<file path="config.mk">
export PLATFORM = sky130hd
export DESIGN_NAME = mofn_sort_net
export DESIGN_NICKNAME = d
export VERILOG_FILES = /design/src/rtl/mofn_pkg.sv /design/src/rtl/mofn_cmp.sv /design/src/rtl/mofn_sort_net.sv
export SDC_FILE = /design/constraint.sdc
export NUM_CORES = 1
export LEC_CHECK = 0
export ABC_AREA = 0
export ABC_CLOCK_PERIOD_IN_PS = 1500
export CORE_AREA = 2 2 39 41
export DETAILED_ROUTE_END_ITERATION = 16
export DIE_AREA = 0 0 41 43
export DONT_BUFFER_PORTS = 1
export PLACE_DENSITY = 0.37
export SLEW_MARGIN = 10
export SYNTH_ARGS = -nofsm -noshare
export SYNTH_HDL_FRONTEND = slang
export SYNTH_SLANG_ARGS = --single-unit
</file>
<file path="constraint.sdc">
create_clock -name vclk -period 1.5
set_clock_uncertainty 0.1 [all_clocks]
set_input_delay 0.075 -clock vclk [all_inputs]
set_output_delay 0.075 -clock vclk [all_outputs]
set_load 0.05 [all_outputs]
</file>
<file path="src/rtl/mofn_pkg.sv">
package mofn_pkg;

    typedef enum logic {
        NET_FIXED4    = 1'b0,
        NET_TRANSPOSE = 1'b1
    } net_kind_e;

    function automatic net_kind_e pick_net(input int n);
        if (n == 4) return NET_FIXED4;
        return NET_TRANSPOSE;
    endfunction

endpackage

</file>
<file path="src/rtl/mofn_cmp.sv">
module mofn_cmp (
    input  logic a_i,
    input  logic b_i,
    output logic hi_o,
    output logic lo_o
);
    // binary compare cell: larger value is the OR, smaller is the AND
    assign hi_o = a_i | b_i;
    assign lo_o = a_i & b_i;
endmodule

</file>
<file path="src/rtl/mofn_sort_net.sv">
module mofn_sort_net #(
    parameter int N = 6
) (
    input  logic [N-1:0] in_i,
    output logic [N-1:0] out_o   // out_o[0] is the ones end
);
    import mofn_pkg::*;

    localparam net_kind_e KIND = pick_net(N);

    generate
        if (KIND == NET_FIXED4) begin : g_fixed4
            logic [3:0] st1;
            logic [3:0] st2;
            mofn_cmp i_c0 (.a_i(in_i[0]), .b_i(in_i[1]), .hi_o(st1[0]), .lo_o(st1[1]));
            mofn_cmp i_c1 (.a_i(in_i[2]), .b_i(in_i[3]), .hi_o(st1[2]), .lo_o(st1[3]));
            mofn_cmp i_c2 (.a_i(st1[0]),  .b_i(st1[2]),  .hi_o(st2[0]), .lo_o(st2[2]));
            mofn_cmp i_c3 (.a_i(st1[1]),  .b_i(st1[3]),  .hi_o(st2[1]), .lo_o(st2[3]));
            mofn_cmp i_c4 (.a_i(st2[1]),  .b_i(st2[2]),  .hi_o(out_o[1]), .lo_o(out_o[2]));
            assign out_o[0] = st2[0];
            assign out_o[3] = st2[3];
        end else begin : g_transpose
            logic [N-1:0] lvl [N+1];
            assign lvl[0] = in_i;
            for (genvar s = 0; s < N; s++) begin : g_stage
                localparam int P = s % 2;
                for (genvar j = 0; j < N; j++) begin : g_lane
                    if ((j >= P) && (((j - P) % 2) == 0) && (j + 1 < N)) begin : g_cell
                        mofn_cmp i_cmp (
                            .a_i (lvl[s][j]),
                            .b_i (lvl[s][j+1]),
                            .hi_o(lvl[s+1][j]),
                            .lo_o(lvl[s+1][j+1])
                        );
                    end else if ((j > P) && (((j - P) % 2) == 1)) begin : g_lower
                        // driven by the cell of lane j-1
                    end else begin : g_pass
                        assign lvl[s+1][j] = lvl[s][j];
                    end
                end
            end
            assign out_o = lvl[N];
        end
    endgenerate

endmodule

</file>
==> results.sh, run 1 <==
export IMPL_start_kind="input port"
export IMPL_fin_tns_setup_ps=0
export IMPL_finalWirelength_um=416
export IMPL_io_pins=12
export IMPL_vias_per_cell=4.38
export IMPL_p_sw_share_pct=67.7
export IMPL_vdd_drop_max_v=0.0000479
export IMPL_finish_utilization_pct=13.8
export IMPL_crit_path_top_delay_cell="or3_1"
export IMPL_core_um2=1380
export IMPL_setup_ws_ps=172
export IMPL_netlist_area_um2=179
export IMPL_crit_path_end_kind="primary output"
export IMPL_yosysTopAreaCell="buf_4"
export IMPL_gp_congestion=0.725
export IMPL_seq_area_um2=0
export IMPL_port_buffers=0
export IMPL_synth_top_cell_area_share_pct=25.2
export IMPL_cts_setup_buffers=0
export IMPL_critPathKind="input port to primary output"
export IMPL_cellLeakagePower_nw=0.0673
export IMPL_postRouteAntennaNets=0
export IMPL_worstPathCellList="or4_4 -> or3_1"
export IMPL_dr_first_iter_drc_count=3
export IMPL_slowest_delay_ps=550
export IMPL_syn_area_per_cell_um2=6.63
export IMPL_total_power_w=0.0000805
export IMPL_syn_to_final_growth_pct=6.99
export IMPL_postCtsHoldBufs=0
export IMPL_design_seq_count=0
export IMPL_die_x_um=41
export IMPL_dpl_worst_slack_ps=167
export IMPL_fp_row_count=14
export IMPL_nClkBuffers=0
export IMPL_layout_drive_gt1_share_pct=26.9
export IMPL_max_cap_violations=0
export IMPL_clkPwrFrac_pct=0
export IMPL_p_seq_share_pct=0
export IMPL_vias=184
export IMPL_crit_arrival_ps=1150
export IMPL_grt_overflow_total=0
export IMPL_setup_viol=0
export IMPL_crit_required_ps=1320
export IMPL_syn_num_nets=33
export IMPL_grt_pass1_wl_um=565
export IMPL_ys_types=17
export IMPL_min_path_type="input port to primary output"
export IMPL_ys_warn_count=0
export IMPL_drc_errors=0
export IMPL_outcome="finished clean"
export IMPL_die_area_um2=1760
export IMPL_grt_pass1_vias=138
export IMPL_critPathMaxFanout=7
export IMPL_die_height_um=43
export IMPL_fillers=165
export IMPL_path_delay_family="simple AND/OR/NAND/NOR gates"
export IMPL_combinationalPowerShare_pct=100.0
export IMPL_power_density_nw_per_um2=420
export IMPL_period_needed_ps=1330
export IMPL_slew_violations=0
export IMPL_grt_total_usage_pct=4.40
export IMPL_fmax_ghz=0.753
export IMPL_dr_pass1_iters=4
export IMPL_multi_input_area_um2=130
export IMPL_antenna_found_initial=0
export IMPL_netlist_instances=27
export IMPL_internal_power_w=0.0000260
export IMPL_start_util_pct=12.9
export IMPL_synth_seq_area_share_pct=0
export IMPL_crit_buf_inv=0
export IMPL_rsz0062_at_grt="false"
export IMPL_post_cts_resized=0
export IMPL_wl_per_cell_um=9.90
export IMPL_finalHoldViolCount=0
export IMPL_post_route_period_util_pct=88.5
export IMPL_antennaDiodeCount=0
export IMPL_max_slew_worst_pin_slew_ps=456
export IMPL_nets=34
export IMPL_p_switching_w=0.0000545
export IMPL_grt_max_degree=9
export IMPL_max_slew_margin_pct=69.7
export IMPL_synth_area_top_cells="buf_4, a31oi_1, o2111a_1"
==> power groups by stage <==
stage,clock [W],sequential (W),combinational [W]
5_1_grt,0,0,0.0000850
2_1_floorplan,0,0,0.0000763
3_5_place_dp,0,0,0.0000812
6_report,0,0,0.0000805
3_3_place_gp,0,0,0.0000816
4_1_cts,0,0,0.0000812
==> routing by layer <==
layer  up-vias  wire [um]  GRT usage [%]  part of all wire (%)
met4         0          0              0                     0
met2         8        185           7.50                    44
met5         -          0              0                     0
met3         0         67           1.57                    16
li1         99          -              -                     -
met1        77        164           5.38                    39
==> logic make-up after synthesis <==
logic type               count (synthesis)  share of synthesized area (%)
AO/OA/AOI/OAI                           11                           42.7
buffers and inverters                    7                           27.3
adder cells (fa/ha/maj)                  1                           5.59
AND/OR/NAND/NOR                          8                           24.5
==> cells in the mapped netlist <==
cell type,instances
a21oi_1,2
a31oi_1,2
and3_1,1
buf_4,6
inv_1,1
maj3_1,1
nand2_1,2
nand3_1,1
nor2_1,2
o2111a_1,1
o211ai_1,1
o21ai_0,2
o21bai_1,1
o31a_2,1
o31ai_1,1
or3_1,1
or4_4,1
==> worst paths after layout <==
| path | from | to | slack (ps) | cells after the start |
|---|---|---|---|---|
| setup / recovery | in_i[3] | out_o[0] | 170 | 2 |
| hold / removal | in_i[3] | out_o[5] | 300 | 3 |
==> layout make-up <==
class                      instances  area share [%]
inverter                           1            1.96
multi-input combinational         20            68.0
tap                               16            10.5
timing repair buffer               5            19.6
==> cells in the final DEF (no fill, tap or decap), types with 2 or more instances in the layout <==
cell type / n
buf_4: 5
nand2_1: 2
nor2_1: 2
a21oi_1: 2
a31oi_1: 2
==> per-stage QoR <==
step	std cells	hold WS, ps	cell area (um^2)
finish	42	300	191
global route	42	326	191
CTS	42	303	191
detailed placement	42	303	191
global placement	42	302	191
floorplan	27	293	179
(Power assumes the default switching activity.)
==> run 2: changes to the inputs <==
PLACE_DENSITY = 0.31   (was 0.37)
==> run 2 against run 1 <==
Against the previous run: cell count is the same; routed wire length increased by 6.3%; flip-flop and latch count unchanged; hold slack improved by 2.4 ps; maximum frequency increased by 0.42%; worst setup slack better by 5.6 ps; critical endpoint unchanged; highest routed layer unchanged.
==> results.sh, run 2 (same netlist as run 1, synthesis figures left out) <==
export IMPL_outcome="finished clean"
export IMPL_vias=186
export IMPL_postCtsHoldBufs=0
export IMPL_setup_viol=0
export IMPL_slowest_delay_ps=550
export IMPL_crit_buf_inv=0
export IMPL_min_to="out_o[5]"
export IMPL_start_kind="input port"
export IMPL_start_util_pct=12.9
export IMPL_seq_area_um2=0
export IMPL_slew_violations=0
export IMPL_vias_per_cell=4.43
export IMPL_drt_met1_wl_um=201
export IMPL_vdd_drop_max_v=0.0000577
export IMPL_cts_setup_buffers=0
export IMPL_fp_row_count=14
export IMPL_grt_pass1_vias=141
export IMPL_die_height_um=43
export IMPL_postRouteAntennaNets=0
export IMPL_wl_per_cell_um=10.5
export IMPL_final_common_cell="buf_4"
export IMPL_met2_wirelength_um=198
export IMPL_fin_tns_setup_ps=0
export IMPL_clkPwrFrac_pct=0
export IMPL_hp_start="in_i[3]"
export IMPL_critPathMaxFanout=7
export IMPL_p_seq_share_pct=0
export IMPL_min_path_type="input port to primary output"
export IMPL_hpwl_um=378
export IMPL_grt_pass1_wl_um=627
export IMPL_period_needed_ps=1320
export IMPL_combinationalPowerShare_pct=100.0
export IMPL_crit_required_ps=1320
export IMPL_path_delay_family="simple AND/OR/NAND/NOR gates"
export IMPL_max_slew_worst_pin_slew_ps=458
export IMPL_io_pins=12
export IMPL_cellLeakagePower_nw=0.0673
export IMPL_whs_ps=302
export IMPL_power_density_nw_per_um2=424
export IMPL_grt_total_usage_pct=4.70
export IMPL_dr_first_iter_drc_count=5
export IMPL_nets=34
export IMPL_rsz0062_at_grt="false"
export IMPL_gp_congestion=0.713
export IMPL_critPathKind="input port to primary output"
export IMPL_max_slew_margin_pct=69.5
export IMPL_crit_path_top_delay_cell="or3_1"
export IMPL_post_route_period_util_pct=88.1
export IMPL_final_cell_mix="buf_4, nand2_1, nor2_1, a21oi_1, a31oi_1"
export IMPL_layout_drive_gt1_share_pct=26.9
export IMPL_die_area_um2=1760
export IMPL_top_layer_used="met3"
export IMPL_finalWirelength_um=442
export IMPL_port_buffers=0
export IMPL_drc_errors=0
export IMPL_internal_power_w=0.0000260
export IMPL_core_um2=1380
export IMPL_grt_overflow_total=0
export IMPL_dr_pass1_iters=2
export IMPL_max_cap_violations=0
export IMPL_die_x_um=41
export IMPL_post_cts_resized=0
export IMPL_crit_path_end_kind="primary output"
export IMPL_finalHoldViolCount=0
export IMPL_nClkBuffers=0
export IMPL_antenna_found_initial=0
export IMPL_antennaDiodeCount=0
export IMPL_fmax_ghz=0.756
export IMPL_grt_max_degree=9
export IMPL_worstPathCellList="or4_4 -> or3_1"
export IMPL_wl_met3_um=42
export IMPL_crit_arrival_ps=1150
export IMPL_p_switching_w=0.0000551
export IMPL_p_sw_share_pct=68.0
export IMPL_syn_to_final_growth_pct=6.99
export IMPL_design_seq_count=0
export IMPL_whs_path_depth=3
[run 2: cell counts in the layout (fill, tap and decap cells not counted)]
Identical to the previous run, type by type.
[run 2: how the worst max path moves through the flow]
stage             from  endpoint  slack [ps]  depth (start not counted)
2_1_floorplan  in_i[3]  out_o[0]         230                          3
3_3_place_gp   in_i[3]  out_o[0]         180                          2
3_5_place_dp   in_i[3]  out_o[0]         170                          2
4_1_cts        in_i[3]  out_o[0]         170                          2
5_1_grt        in_i[4]  out_o[1]         150                          4
6_report       in_i[3]  out_o[0]         180                          2
[run 2: power groups by stage]
| stage | registers [W] | clock network, W | logic [W] |
|---|---|---|---|
| 3_5_place_dp | 0 | 0 | 0.0000817 |
| 5_1_grt | 0 | 0 | 0.0000872 |
| 4_1_cts | 0 | 0 | 0.0000820 |
| 3_3_place_gp | 0 | 0 | 0.0000819 |
| 2_1_floorplan | 0 | 0 | 0.0000763 |
| 6_report | 0 | 0 | 0.0000811 |
[run 2: layout make-up]
cell class | count | area [um^2]
inverter | 1 | 3.75
fill | 168 | 1190
timing repair buffer | 5 | 37.5
multi-input combinational | 20 | 130
tap | 16 | 20.0
[run 2: per-stage QoR]
| stage | power, W | instance area, um^2 | utilization, % | setup WS [ps] | std cells |
|---|---|---|---|---|---|
| final | 0.0000811 | 191 | 13.8 | 178 | 42 |
| after global routing | 0.0000872 | 191 | 13.8 | 151 | 42 |
| after CTS | 0.0000820 | 191 | 13.8 | 174 | 42 |
| after detailed placement | 0.0000817 | 191 | 13.8 | 174 | 42 |
| after global placement | 0.0000819 | 191 | 13.8 | 175 | 42 |
| after floorplan | 0.0000763 | 179 | - | 233 | 27 |
[run 2: metal layers]
| metal | vias to the layer above | track usage, % |
|---|---|---|
| li1 | 97 | - |
| met1 | 82 | 7.28 |
| met2 | 7 | 7.50 |
| met3 | 0 | 0 |
| met4 | 0 | 0 |
| met5 | - | 0 |
==> run 3: changes to the inputs <==
GPL_TIMING_DRIVEN = 0   (was default)
==> run 3 against run 2 <==
Against the previous run: worst setup slack improved by 30 ps; power fell by 0.86%; combinational power decreased by 0.9%; largest cell class unchanged; highest routed layer unchanged.
==> results.sh, run 3 (same netlist as run 1, synthesis figures left out) <==
export IMPL_outcome="finished clean"
export IMPL_postCtsHoldBufs=0
export IMPL_postRouteAntennaNets=0
export IMPL_grt_overflow_total=0
export IMPL_fp_row_count=14
export IMPL_crit_arrival_ps=1120
export IMPL_crit_path_top_delay_cell="maj3_1"
export IMPL_port_buffers=0
export IMPL_vdd_drop_max_v=0.0000442
export IMPL_antenna_found_initial=0
export IMPL_grt_pass1_wl_um=621
export IMPL_combinationalPowerShare_pct=100.0
export IMPL_max_slew_worst_pin_slew_ps=285
export IMPL_fillers=170
export IMPL_dr_pass1_iters=4
export IMPL_vias_per_cell=4.33
export IMPL_start_util_pct=12.9
export IMPL_slowest_delay_ps=400
export IMPL_min_path_type="input port to primary output"
export IMPL_critPathMaxFanout=5
export IMPL_post_route_period_util_pct=86.2
export IMPL_path_delay_family="compound AO/OA/AOI/OAI gates"
export IMPL_cp_depth=4
export IMPL_grt_max_degree=9
export IMPL_total_power_w=0.0000804
export IMPL_internal_power_w=0.0000261
export IMPL_cellLeakagePower_nw=0.0715
export IMPL_core_um2=1380
export IMPL_nClkBuffers=0
export IMPL_power_density_nw_per_um2=404
export IMPL_io_pins=12
export IMPL_finalHoldViolCount=0
export IMPL_fin_tns_setup_ps=0
export IMPL_grt_pass1_vias=167
export IMPL_crit_required_ps=1320
export IMPL_endpoint="out_o[1]"
export IMPL_crit_path_end_kind="primary output"
export IMPL_critPathKind="input port to primary output"
export IMPL_layout_drive_gt1_share_pct=29.6
export IMPL_die_area_um2=1760
export IMPL_seq_area_um2=0
export IMPL_start_kind="input port"
export IMPL_gp_congestion=0.703
export IMPL_cts_setup_buffers=0
export IMPL_nets=35
export IMPL_clkPwrFrac_pct=0
export IMPL_slew_violations=0
export IMPL_syn_to_final_growth_pct=11.2
export IMPL_fmax_ghz=0.774
export IMPL_hpwl_um=376
export IMPL_design_seq_count=0
export IMPL_p_switching_w=0.0000543
export IMPL_die_height_um=43
export IMPL_worstPathCellList="maj3_1 -> o31ai_1 -> a21oi_1 -> buf_4"
export IMPL_drc_errors=0
export IMPL_p_sw_share_pct=67.5
export IMPL_max_cap_violations=0
export IMPL_p_seq_share_pct=0
export IMPL_antennaDiodeCount=0
export IMPL_max_slew_margin_pct=80.8
export IMPL_post_cts_resized=0
export IMPL_crit_buf_inv=1
export IMPL_dr_first_iter_drc_count=3
export IMPL_finalWirelength_um=430
export IMPL_grt_total_usage_pct=4.70
export IMPL_setup_viol=0
export IMPL_wl_per_cell_um=10.0
export IMPL_die_x_um=41
export IMPL_period_needed_ps=1290
export IMPL_rsz0062_at_grt="false"
export IMPL_startpoint="in_i[4]"
export IMPL_final_common_cell="buf_4"
export IMPL_vias=186
-- run 3: worst min-delay path, cell delays in order --
cell and delay, ps:
nand2_1 40, nor2_1 40, buf_4 180
-- run 3: per-layer routing --
layer	wire length, um	GRT usage, %	part of all wire [%]
met1	173	5.06	40
met2	196	8.75	46
met3	61	1.57	14
met4	0	0	0
met5	0	0	0
-- run 3: power groups by stage --
stage | registers [W] | clock network [W] | logic [W]
floorplan | 0 | 0 | 0.0000763
global placement | 0 | 0 | 0.0000819
finish | 0 | 0 | 0.0000804
global route | 0 | 0 | 0.0000865
CTS | 0 | 0 | 0.0000815
detailed placement | 0 | 0 | 0.0000813
-- run 3: worst min-delay path by stage --
stage	startpoint	end	slack, ps	cells after the start
finish	in_i[3]	out_o[5]	300	3
global route	in_i[0]	out_o[0]	320	2
CTS	in_i[3]	out_o[5]	300	3
detailed placement	in_i[3]	out_o[5]	300	3
global placement	in_i[3]	out_o[5]	300	3
floorplan	in_i[3]	out_o[5]	290	3
-- run 3: cell type report --
| class | count | area, um^2 | share of cell area (%) |
|---|---|---|---|
| Inverter | 1 | 3.75 | 1.89 |
| Multi-Input combinational cell | 20 | 130 | 65.4 |
| Buffer | 6 | 45.0 | 22.6 |
| Tap cell | 16 | 20.0 | 10.1 |
-- run 3: metrics by stage --
step | hold slack, ps | setup WS [ps] | area, um^2 | instances | util [%]
floorplan | 293 | 233 | 179 | 27 | -
detailed placement | 299 | 202 | 199 | 43 | 14.4
finish | 301 | 207 | 199 | 43 | 14.4
global route | 320 | 111 | 199 | 43 | 14.4
CTS | 301 | 193 | 199 | 43 | 14.4
global placement | 303 | 205 | 199 | 43 | 14.4
